$ cat src/rtl/hba_pkg.sv
package hba_pkg;
   localparam int TOP_SLOTS = 3;
   localparam int SLOT_SHARED = 0;
   localparam int SLOT_DMA = 1;
   localparam int SLOT_RFSH = 2;
   localparam int SHARED_HOST = 0;
   localparam int SHARED_MST = 1;
endpackage

$ cat src/rtl/hba_ring.sv
module hba_ring #(
   parameter int N = 4
) (
   input  logic         clk,
   input  logic         rst_n,
   input  logic [N-1:0] req,
   input  logic [N-1:0] taken,
   output logic [N-1:0] gnt,
   output logic         any
);
   localparam int W = (N > 1) ? $clog2(N) : 1;

   logic [W-1:0] ptr_q;
   logic [W-1:0] win;
   logic [W-1:0] tk_idx;
   logic [W:0]   cand;

   always_comb begin
      any  = 1'b0;
      win  = '0;
      cand = '0;
      for (int k = N - 1; k >= 0; k--) begin
         cand = {1'b0, ptr_q} + (W+1)'(k);
         if (cand >= (W+1)'(N)) cand = cand - (W+1)'(N);
         if (req[cand[W-1:0]]) begin
            any = 1'b1;
            win = cand[W-1:0];
         end
      end
      gnt = any ? (N'(1) << win) : '0;
   end

   always_comb begin
      tk_idx = '0;
      for (int i = 0; i < N; i++)
         if (taken[i]) tk_idx = W'(i);
   end

   always_ff @(posedge clk) begin
      if (!rst_n)
         ptr_q <= '0;
      else if (|taken)
         ptr_q <= (tk_idx == W'(N - 1)) ? '0 : tk_idx + 1'b1;
   end
endmodule

$ cat src/rtl/hba_dma_rank.sv
module hba_dma_rank #(
   parameter int N      = 8,
   parameter bit ROT_EN = 1'b1
) (
   input  logic         clk,
   input  logic         rst_n,
   input  logic [N-1:0] req,
   input  logic [N-1:0] taken,
   input  logic         cfg_we,
   input  logic         cfg_rot,
   output logic [N-1:0] pick,
   output logic         any,
   output logic         rot_mode
);
   logic [N-1:0] fixed_pick;

   assign fixed_pick = req & (~req + 1'b1);
   assign any        = |req;

   generate
      if (ROT_EN) begin : g_rot
         logic         rot_q;
         logic [N-1:0] ring_gnt;
         logic         ring_any;

         always_ff @(posedge clk) begin
            if (!rst_n)
               rot_q <= 1'b0;
            else if (cfg_we)
               rot_q <= cfg_rot;
         end

         hba_ring #(.N(N)) u_ring (
            .clk   (clk),
            .rst_n (rst_n),
            .req   (req),
            .taken (taken),
            .gnt   (ring_gnt),
            .any   (ring_any)
         );

         logic unused_any;
         assign unused_any = ring_any;
         assign pick       = rot_q ? ring_gnt : fixed_pick;
         assign rot_mode   = rot_q;
      end else begin : g_fix
         logic unused_cfg;
         assign unused_cfg = ^{clk, rst_n, taken, cfg_we, cfg_rot};
         assign pick       = fixed_pick;
         assign rot_mode   = 1'b0;
      end
   endgenerate
endmodule

$ cat src/rtl/hier_bus_arb.sv
module hier_bus_arb
   import hba_pkg::*;
#(
   parameter int NUM_MST    = 8,
   parameter int NUM_DMA    = 8,
   parameter bit DMA_ROT_EN = 1'b1
) (
   input  logic               clk,
   input  logic               rst_n,
   input  logic               eval_i,
   input  logic               host_req_i,
   input  logic [NUM_MST-1:0] mst_req_i,
   input  logic [NUM_DMA-1:0] dma_req_i,
   input  logic               rfsh_req_i,
   input  logic               cfg_we_i,
   input  logic               cfg_rot_i,
   output logic               gnt_valid_o,
   output logic               gnt_host_o,
   output logic [NUM_MST-1:0] gnt_mst_o,
   output logic [NUM_DMA-1:0] gnt_dma_o,
   output logic               gnt_rfsh_o
);
   generate
      if (NUM_MST < 1 || NUM_MST > 8) begin : g_bad_mst
         $error("NUM_MST must lie in 1..8");
      end
      if (NUM_DMA < 1 || NUM_DMA > 8) begin : g_bad_dma
         $error("NUM_DMA must lie in 1..8");
      end
   endgenerate

   logic [TOP_SLOTS-1:0] top_req, top_gnt, top_tk;
   logic                 top_any;
   logic [1:0]           sh_req, sh_gnt, sh_tk;
   logic                 sh_any;
   logic [NUM_MST-1:0]   mst_gnt, mst_tk;
   logic                 mst_any;
   logic [NUM_DMA-1:0]   dma_pick, dma_tk;
   logic                 dma_any;
   logic                 dma_rot_mode;

   logic                 nx_host, nx_rfsh;
   logic [NUM_MST-1:0]   nx_mst;
   logic [NUM_DMA-1:0]   nx_dma;

   hba_ring #(.N(NUM_MST)) u_mst_ring (
      .clk   (clk),
      .rst_n (rst_n),
      .req   (mst_req_i),
      .taken (mst_tk),
      .gnt   (mst_gnt),
      .any   (mst_any)
   );

   hba_dma_rank #(.N(NUM_DMA), .ROT_EN(DMA_ROT_EN)) u_dma (
      .clk      (clk),
      .rst_n    (rst_n),
      .req      (dma_req_i),
      .taken    (dma_tk),
      .cfg_we   (cfg_we_i),
      .cfg_rot  (cfg_rot_i),
      .pick     (dma_pick),
      .any      (dma_any),
      .rot_mode (dma_rot_mode)
   );

   assign sh_req[SHARED_HOST] = host_req_i;
   assign sh_req[SHARED_MST]  = mst_any;

   hba_ring #(.N(2)) u_shared (
      .clk   (clk),
      .rst_n (rst_n),
      .req   (sh_req),
      .taken (sh_tk),
      .gnt   (sh_gnt),
      .any   (sh_any)
   );

   assign top_req[SLOT_SHARED] = sh_any;
   assign top_req[SLOT_DMA]    = dma_any;
   assign top_req[SLOT_RFSH]   = rfsh_req_i;

   hba_ring #(.N(TOP_SLOTS)) u_top (
      .clk   (clk),
      .rst_n (rst_n),
      .req   (top_req),
      .taken (top_tk),
      .gnt   (top_gnt),
      .any   (top_any)
   );

   always_comb begin
      nx_host = top_gnt[SLOT_SHARED] & sh_gnt[SHARED_HOST];
      nx_mst  = (top_gnt[SLOT_SHARED] & sh_gnt[SHARED_MST]) ? mst_gnt : '0;
      nx_dma  = top_gnt[SLOT_DMA] ? dma_pick : '0;
      nx_rfsh = top_gnt[SLOT_RFSH];
      top_tk  = eval_i ? top_gnt : '0;
      sh_tk   = (eval_i && top_gnt[SLOT_SHARED]) ? sh_gnt : '0;
      mst_tk  = eval_i ? nx_mst : '0;
      dma_tk  = eval_i ? nx_dma : '0;
   end

   always_ff @(posedge clk) begin
      if (!rst_n) begin
         gnt_valid_o <= 1'b0;
         gnt_host_o  <= 1'b0;
         gnt_mst_o   <= '0;
         gnt_dma_o   <= '0;
         gnt_rfsh_o  <= 1'b0;
      end else if (eval_i) begin
         gnt_valid_o <= top_any;
         gnt_host_o  <= nx_host;
         gnt_mst_o   <= nx_mst;
         gnt_dma_o   <= nx_dma;
         gnt_rfsh_o  <= nx_rfsh;
      end
   end
endmodule

$ cat config.mk
export PLATFORM = sky130hd
export DESIGN_NAME = hier_bus_arb
export DESIGN_NICKNAME = d
export VERILOG_FILES = /design/src/rtl/hba_pkg.sv /design/src/rtl/hba_ring.sv /design/src/rtl/hba_dma_rank.sv /design/src/rtl/hier_bus_arb.sv
export SDC_FILE = /design/constraint.sdc
export NUM_CORES = 1
export LEC_CHECK = 0
export BUFFER_PORTS_ARGS = -buffer_cell sky130_fd_sc_hd__buf_4
export CAP_MARGIN = 20
export CORE_MARGIN = 4
export CORE_UTILIZATION = 35
export CTS_CLUSTER_DIAMETER = 30
export CTS_CLUSTER_SIZE = 20
export DETAILED_ROUTE_END_ITERATION = 12
export SLEW_MARGIN = 0
export SYNTH_ARGS = -nofsm -noshare
export SYNTH_HDL_FRONTEND = slang
export SYNTH_SLANG_ARGS = --single-unit
$ cat constraint.sdc
create_clock -name clk -period 8.29 [get_ports clk]
set_clock_uncertainty 0.1 [all_clocks]
set_input_delay 0 -clock clk [delete_from_list [all_inputs] [get_ports clk]]
set_output_delay 0 -clock clk [all_outputs]
set_load 0.01 [all_outputs]
---- Word level (Yosys, flattened, before mapping) ----
Cells that the tools add are included.
word-level totals
  register bits ........................... 29
  word-level logic and storage cells ...... 249
operators by class
  $lt $le $gt $ge ......................... 42
  reduce and logical (&&, ||, !) cells .... 6
  bitwise gates (word level) .............. 4
  shift operators ......................... 4
  add/sub/neg operators ................... 43
  multiplexer cells ....................... 137
  equal/unequal tests ..................... 3
operator list
  kind                                                                           number
  3-bit two-way mux                                                              46
  3-bit by 4-bit less-than comparator with 1-bit output (second input constant)  16
  4-bit >= comparator (second input constant)                                    14
  8-bit two-way mux                                                              7
  1-bit two-way mux                                                              53
  1-bit binary-select mux with 3-bit select                                      16
  3-bit by 1-bit subtractor with 3-bit output (second input constant)            16
  3-bit by 3-bit adder with 4-bit output (second input constant)                 8
  2-bit two-way mux                                                              12
  8-bit OR reduction                                                             3
  3-bit by 2-bit adder with 4-bit output (second input constant)                 4
  1-bit by 3-bit << shifter with 8-bit output (first input constant)             2
  2-bit by 3-bit less-than comparator with 1-bit output (second input constant)  3
  3-bit by 1-bit adder with 4-bit output (second input constant)                 2
  8-bit by 1-bit adder with 8-bit output (second input constant)                 1
  8-bit AND                                                                      1
  3-bit by 4-bit >= comparator with 1-bit output (second input constant)         2
  8-bit NOT                                                                      1
  3-bit by 1-bit adder with 3-bit output (second input constant)                 2
  1-bit binary-select mux with 2-bit select                                      3
  3-bit equality test (second input constant)                                    2
  3-bit by 2-bit >= comparator with 1-bit output (second input constant)         2
  2-bit subtractor (second input constant)                                       3
  2-bit >= comparator (second input constant)                                    2
  other kinds (15)                                                               18

---- Depth between registers and ports, before layout ----
  depth in word-level cells ............... 36
  gate-level depth with buffers ........... 19

---- Modules after synthesis ----
Synthesis repeated with hierarchy kept, for this count alone.
unflattened totals
  cells, all modules ...................... 388
  area, all modules ....................... 3335.7 µm²
by module, submodules not included
  module                              instances  cells an instance  area an instance (µm²)
  hba_ring at u_dma.g_rot.u_ring ...  2          116                1012.2
  hier_bus_arb                        1          94                 848.3
  hba_ring at u_top                   1          30                 214.0
  hba_dma_rank                        1          25                 187.7
  hba_ring at u_shared                1          7                  61.3

---- Worst setup path before layout ----
Ideal clock, no wire load.
  path type ............................... flip-flop to flip-flop
  from .................................... register u_dma.g_rot.u_ring.ptr_q[1]
  to ...................................... register u_dma.g_rot.u_ring.ptr_q[0]
  stages on the path, launching flop included .. 19
  path slack .............................. 3.438 ns
  path buffers ............................ 4
  clock period less this slack ............ 4.852 ns
  arrival ................................. 4.681 ns
  setup time .............................. 0.070 ns
  cell sequence ........................... dfxtp_1 buf_2 clkbuf_1 inv_1 ha_1 buf_2 mux4_2 mux2_2 nand3_1 o21ai_1 or4_1 o22a_1 clkbuf_1 a32oi_1 a41oi_1 ha_1 ha_1 or4_1 a21oi_1
between the ends
  cells in the longest elaborated chain, start to end .. 27
  elaborated cells on any way between the ends .. 79
  classes of those cells .................. add/sub (16); order compare (8); eq/ne (1); shift (1); mux (52); reduce/logical (1)
RTL lines
  element                                                                                    RTL line             RTL
  start: declaration                                                                         hba_ring.sv:13       logic [W-1:0] ptr_q;
  start signal: assignment                                                                   hba_ring.sv:43       ptr_q <= (tk_idx == W'(N - 1)) ? '0 : tk_idx + 1'b1;
  3-bit by 3-bit adder with 4-bit output                                                     hba_ring.sv:23       cand = {1'b0, ptr_q} + (W+1)'(k);
  4-bit >= comparator / 3-bit by 1-bit subtractor with 3-bit output (equally long branches)  hba_ring.sv:24       if (cand >= (W+1)'(N)) cand = cand - (W+1)'(N);
  3-bit two-way mux                                                                          hba_ring.sv:24
  1-bit binary-select mux with 3-bit select                                                  hba_ring.sv:25       if (req[cand[W-1:0]]) begin
  1-bit two-way mux (implied by the code)                                                    hba_ring.sv:25
  3-bit two-way mux (8 in series)                                                            hba_ring.sv:25
  1-bit by 3-bit << shifter with 8-bit output                                                hba_ring.sv:30       gnt = any ? (N'(1) << win) : '0;
  8-bit two-way mux (*)                                                                      hba_ring.sv:30
  8-bit two-way mux (*)                                                                      hba_dma_rank.sv:44   assign pick = rot_q ? ring_gnt : fixed_pick;
  8-bit two-way mux (*)                                                                      hier_bus_arb.sv:95   nx_dma = top_gnt[SLOT_DMA] ? dma_pick : '0;
  8-bit two-way mux (*)                                                                      hier_bus_arb.sv:100  dma_tk = eval_i ? nx_dma : '0;
  1-bit two-way mux                                                                          hba_ring.sv:36       if (taken[i]) tk_idx = W'(i);
  3-bit two-way mux (6 in series)                                                            hba_ring.sv:36
  3-bit by 1-bit adder with 3-bit output / 3-bit equality test (equally long branches)       hba_ring.sv:43
  3-bit two-way mux                                                                          hba_ring.sv:43
Every way passes the cells marked *; elsewhere a longest branch is shown, timed or not. The select of a mux whose other input is x is not followed.
A chain may end at the register's enable or synchronous reset.

---- Final worst setup path ----
  from .................................... register u_dma.g_rot.u_ring.ptr_q[0]
  to ...................................... register u_dma.g_rot.u_ring.ptr_q[0]
Same word-level chain as after synthesis.

==> results.json <==
{
  "report.final.slew_viol_count": 0,
  "synth_warnings": 0,
  "gp_congestion": 0.910,
  "path_max_fanout": 20,
  "r2r_end": "u_dma.g_rot.u_ring.ptr_q[0]$_SDFFE_PN0P_",
  "synth-edff-count": 0,
  "cts-root-buf": "clkbuf_8",
  "powerDensity_nw_per_um2": 137,
  "outcome": "finished clean",
  "yosysSeqAreaShare": 0.174,
  "grt_pass1_vias": 3105,
  "fillers": 932,
  "cts-buffers-inserted": 5,
  "setup.worst_path.start": "u_dma.g_rot.u_ring.ptr_q[0]$_SDFFE_PN0P_",
  "cp-start-kind": "register",
  "rows": 35,
  "antennaDiodeCount": 0,
  "fmax_mhz": 198,
  "design_area_um2": 3850,
  "layout-drive-gt1-share": 0.217,
  "place.detailed.hpwl_um": 6760,
  "finalSetupViolCount": 0,
  "crit_type": "reg -> reg",
  "cp.required_ns": 8.40,
  "tns_ns": 0,
  "synth_nets": 430,
  "drcViolationCount": 0,
  "tightest_slew_ns": 0.860,
  "cts_sinks": 29,
  "drt_iter0_markers": 259,
  "clock_latency_ns": 0.28,
  "avgSynthCellArea_um2": 8.40,
  "die_area_um2": 11200,
  "crit-reg2reg-launch": "u_dma.g_rot.u_ring.ptr_q[0]$_SDFFE_PN0P_",
  "die_h_um": 106,
  "syn_to_final_growth_pct": 15.6,
  "syn-cell-area_um2": 3330,
  "rrSetupSlack_ns": 3.25,
  "synth_ff_type": "dfxtp_1",
  "layout.nets": 452,
  "grt_pass1_wl_um": 15400,
  "clkTransAtPathRegs_ns": 0.07,
  "hold_viol": 0,
  "end_kind": "register",
  "cts_tree": "built",
  "ant_nets": 0,
  "relSlewSlack": 0.424,
  "post_dp_cell_area_um2": 3670,
  "synth_cell_types": 67,
  "start_util": 0.361,
  "io_buffers": 41,
  "slowest_stage": "ha_1",
  "grt_use_total": 0.165,
  "num_io_pins": 42,
  "postCtsResizedCells": 0,
  "antenna_found_initial": 0,
  "wl_per_cell_um": 16.9,
  "route.vias.total": 3319,
  "core_um2": 9240,
  "async_flop_share": 0,
  "crit_arrival_ns": 5.15,
  "leakagePower_nw": 1.40,
  "chipWidth_um": 106,
  "fin_crit_sh": 0.608,
  "grt_max_degree": 22,
  "cpPeakStageDelay_ns": 0.87,
  "htreeDepth": 2,
  "drt-pass1-iter-count": 4,
  "peakVddDrop_mv": 0.101,
  "hold_class": "in -> reg",
  "crit_path_end": "u_dma.g_rot.u_ring.ptr_q[0]$_SDFFE_PN0P_",
  "path_buf_inv": 1,
  "clk_path_buf_depth": 2,
  "grt_overflow_total": 0,
  "reg2reg_depth": 14,
  "drv_cap": 0,
  "via_per_inst": 6.05,
  "worstPathCellList": "clkinv_1, ha_1, mux4_2, mux2_2, nand3_1, o21ai_1, or4_1, o22a_1, a32oi_1, a41oi_1, ha_1, ha_1, or4_1, a21oi_1",
  "synthCells": 397,
  "wirelength_um": 9270,
  "path_depth": 14,
  "ys_ff_latch": 29,
  "multiInputGateArea_um2": 2550,
  "seq_area_um2": 581,
  "postCtsSetupBuffers": 0,
  "crit_top_cell": "ha_1",
  "fin_crit_ns": 5.04,
  "grt_setup_unrepaired": "no",
  "crit_family": "adder cells"
}
[where the power goes]
part,internal [mW],total [mW],leakage (nW),switching (mW)
logic,0.0952,0.219,1.11,0.124
registers,0.145,0.154,0.235,0.00880
clock network,0.0976,0.153,0.0574,0.0556
[synth_stat cells (3+ instances only)]
master      n  share of area
a211oi_1    9          0.020
a21boi_0    3         0.0068
a21o_1      3         0.0068
a21oi_1    23          0.035
a22o_1      6          0.016
a32o_1      6          0.018
a32oi_1     4          0.011
and2_1      3         0.0056
and3_1      4         0.0075
buf_2       5         0.0075
clkbuf_1   25          0.028
dfxtp_1    29           0.17
ha_1       10          0.038
inv_1      15          0.017
mux2_2     11          0.037
mux2i_1    25          0.075
mux4_2     23           0.16
nand2_1    31          0.035
nand2b_1    7          0.013
nand3_1     6         0.0090
nor2_1     39          0.044
nor2b_1    11          0.021
nor3_1      9          0.014
o2111ai_1   3         0.0079
o21ai_0    11          0.017
o31ai_1    13          0.029
o32ai_1     3         0.0079
o41ai_1     3         0.0079
or3_1       3         0.0056
or4_1       4         0.0090
xnor2_1     6          0.016
[layout make-up]
class	count	share of cell area
Sequential cell	29	0.151
Multi-Input combinational cell	318	0.661
Inverter	16	0.0156
Tap cell	129	0.0419
Clock inverter	2	0.00974
Clock buffer	6	0.0214
Timing Repair Buffer	49	0.0994
[tightest hold or removal path, stage by stage]
cell and delay (ns):
buf_4 0.13, inv_1 0.10, nand2_1 0.07, a21oi_1 0.05
[layer usage]
layer / vias to the layer above / global-route usage / wire length, um
met5: - / 0 / 0
met4: 0 / 0.0370 / 125
met3: 12 / 0.0220 / 497
met2: 130 / 0.267 / 4400
met1: 1604 / 0.233 / 4240
li1: 1573 / - / -
[cell usage in the layout (no fill, tap or decap), types with 3 or more instances in the layout]
cell type      count
a211oi_1           9
a21boi_0           3
a21o_1             3
a21oi_1           23
a22o_1             6
a32o_1             6
a32oi_1            4
and2_1             3
and3_1             4
buf_4             43
clkbuf_8           6
dfxtp_1           29
dlygate4sd3_1      6
ha_1              10
inv_1             15
mux2_2            11
mux2i_1           25
mux4_2            23
nand2_1           31
nand2b_1           7
nand3_1            6
nor2_1            39
nor2b_1           11
nor3_1             9
o2111ai_1          3
o21ai_0           11
o31ai_1           13
o32ai_1            3
o41ai_1            3
or3_1              3
or4_1              4
xnor2_1            6
[sequential cells by signal, summed over array words and instances, names as in the netlist]
signal / cells
u_dma.rot_mode: 1
gnt_rfsh_o: 1
u_dma.g_rot.u_ring.ptr_q: 3
u_mst_ring.ptr_q: 3
u_top.ptr_q: 2
gnt_dma_o: 8
gnt_valid_o: 1
u_shared.ptr_q: 1
gnt_host_o: 1
gnt_mst_o: 8
[worst min-delay path by stage]
stage	from	to	slack [ns]	cells after the start
floorplan	rst_n	gnt_dma_o[5]$_SDFFE_PN0P_	0.03	1
CTS	eval_i	gnt_rfsh_o$_SDFFE_PN0P_	0.01	4
global placement	cfg_rot_i	u_dma.rot_mode$_SDFFE_PN0P_	0.14	3
detailed placement	cfg_rot_i	u_dma.rot_mode$_SDFFE_PN0P_	0.14	3
global route	eval_i	gnt_rfsh_o$_SDFFE_PN0P_	0.05	4
finish	eval_i	gnt_rfsh_o$_SDFFE_PN0P_	0.02	4
[through the flow]
step                       util  hold slack, ns  worst slack [ns]  std cells  total power, mW
final                     0.417          0.0153              3.25        549            0.527
after global routing      0.417          0.0480              2.83        549            0.560
after CTS                 0.417          0.0118              3.27        549            0.528
after detailed placement  0.398           0.144              3.30        535            0.371
after global placement    0.398           0.138              3.37        535            0.369
after floorplan               -          0.0279              3.44        397            0.318
[logic make-up after synthesis]
family                   synth area share
XOR/XNOR                           0.0158
AO/OA/AOI/OAI                       0.247
multiplexers                        0.268
AND/OR/NAND/NOR                     0.193
adder cells (fa/ha/maj)            0.0405
flip-flops                          0.174
buffers and inverters              0.0615
[repair_timing]
| item | in CTS | in global routing |
|---|---|---|
| setup endpoints to repair | 0 | 0 |
| hold buffers | 6 | 0 |
| endpoints found under the hold margin | 5 | 0 |
No activity file was read; power rests on OpenSTA's default activity.
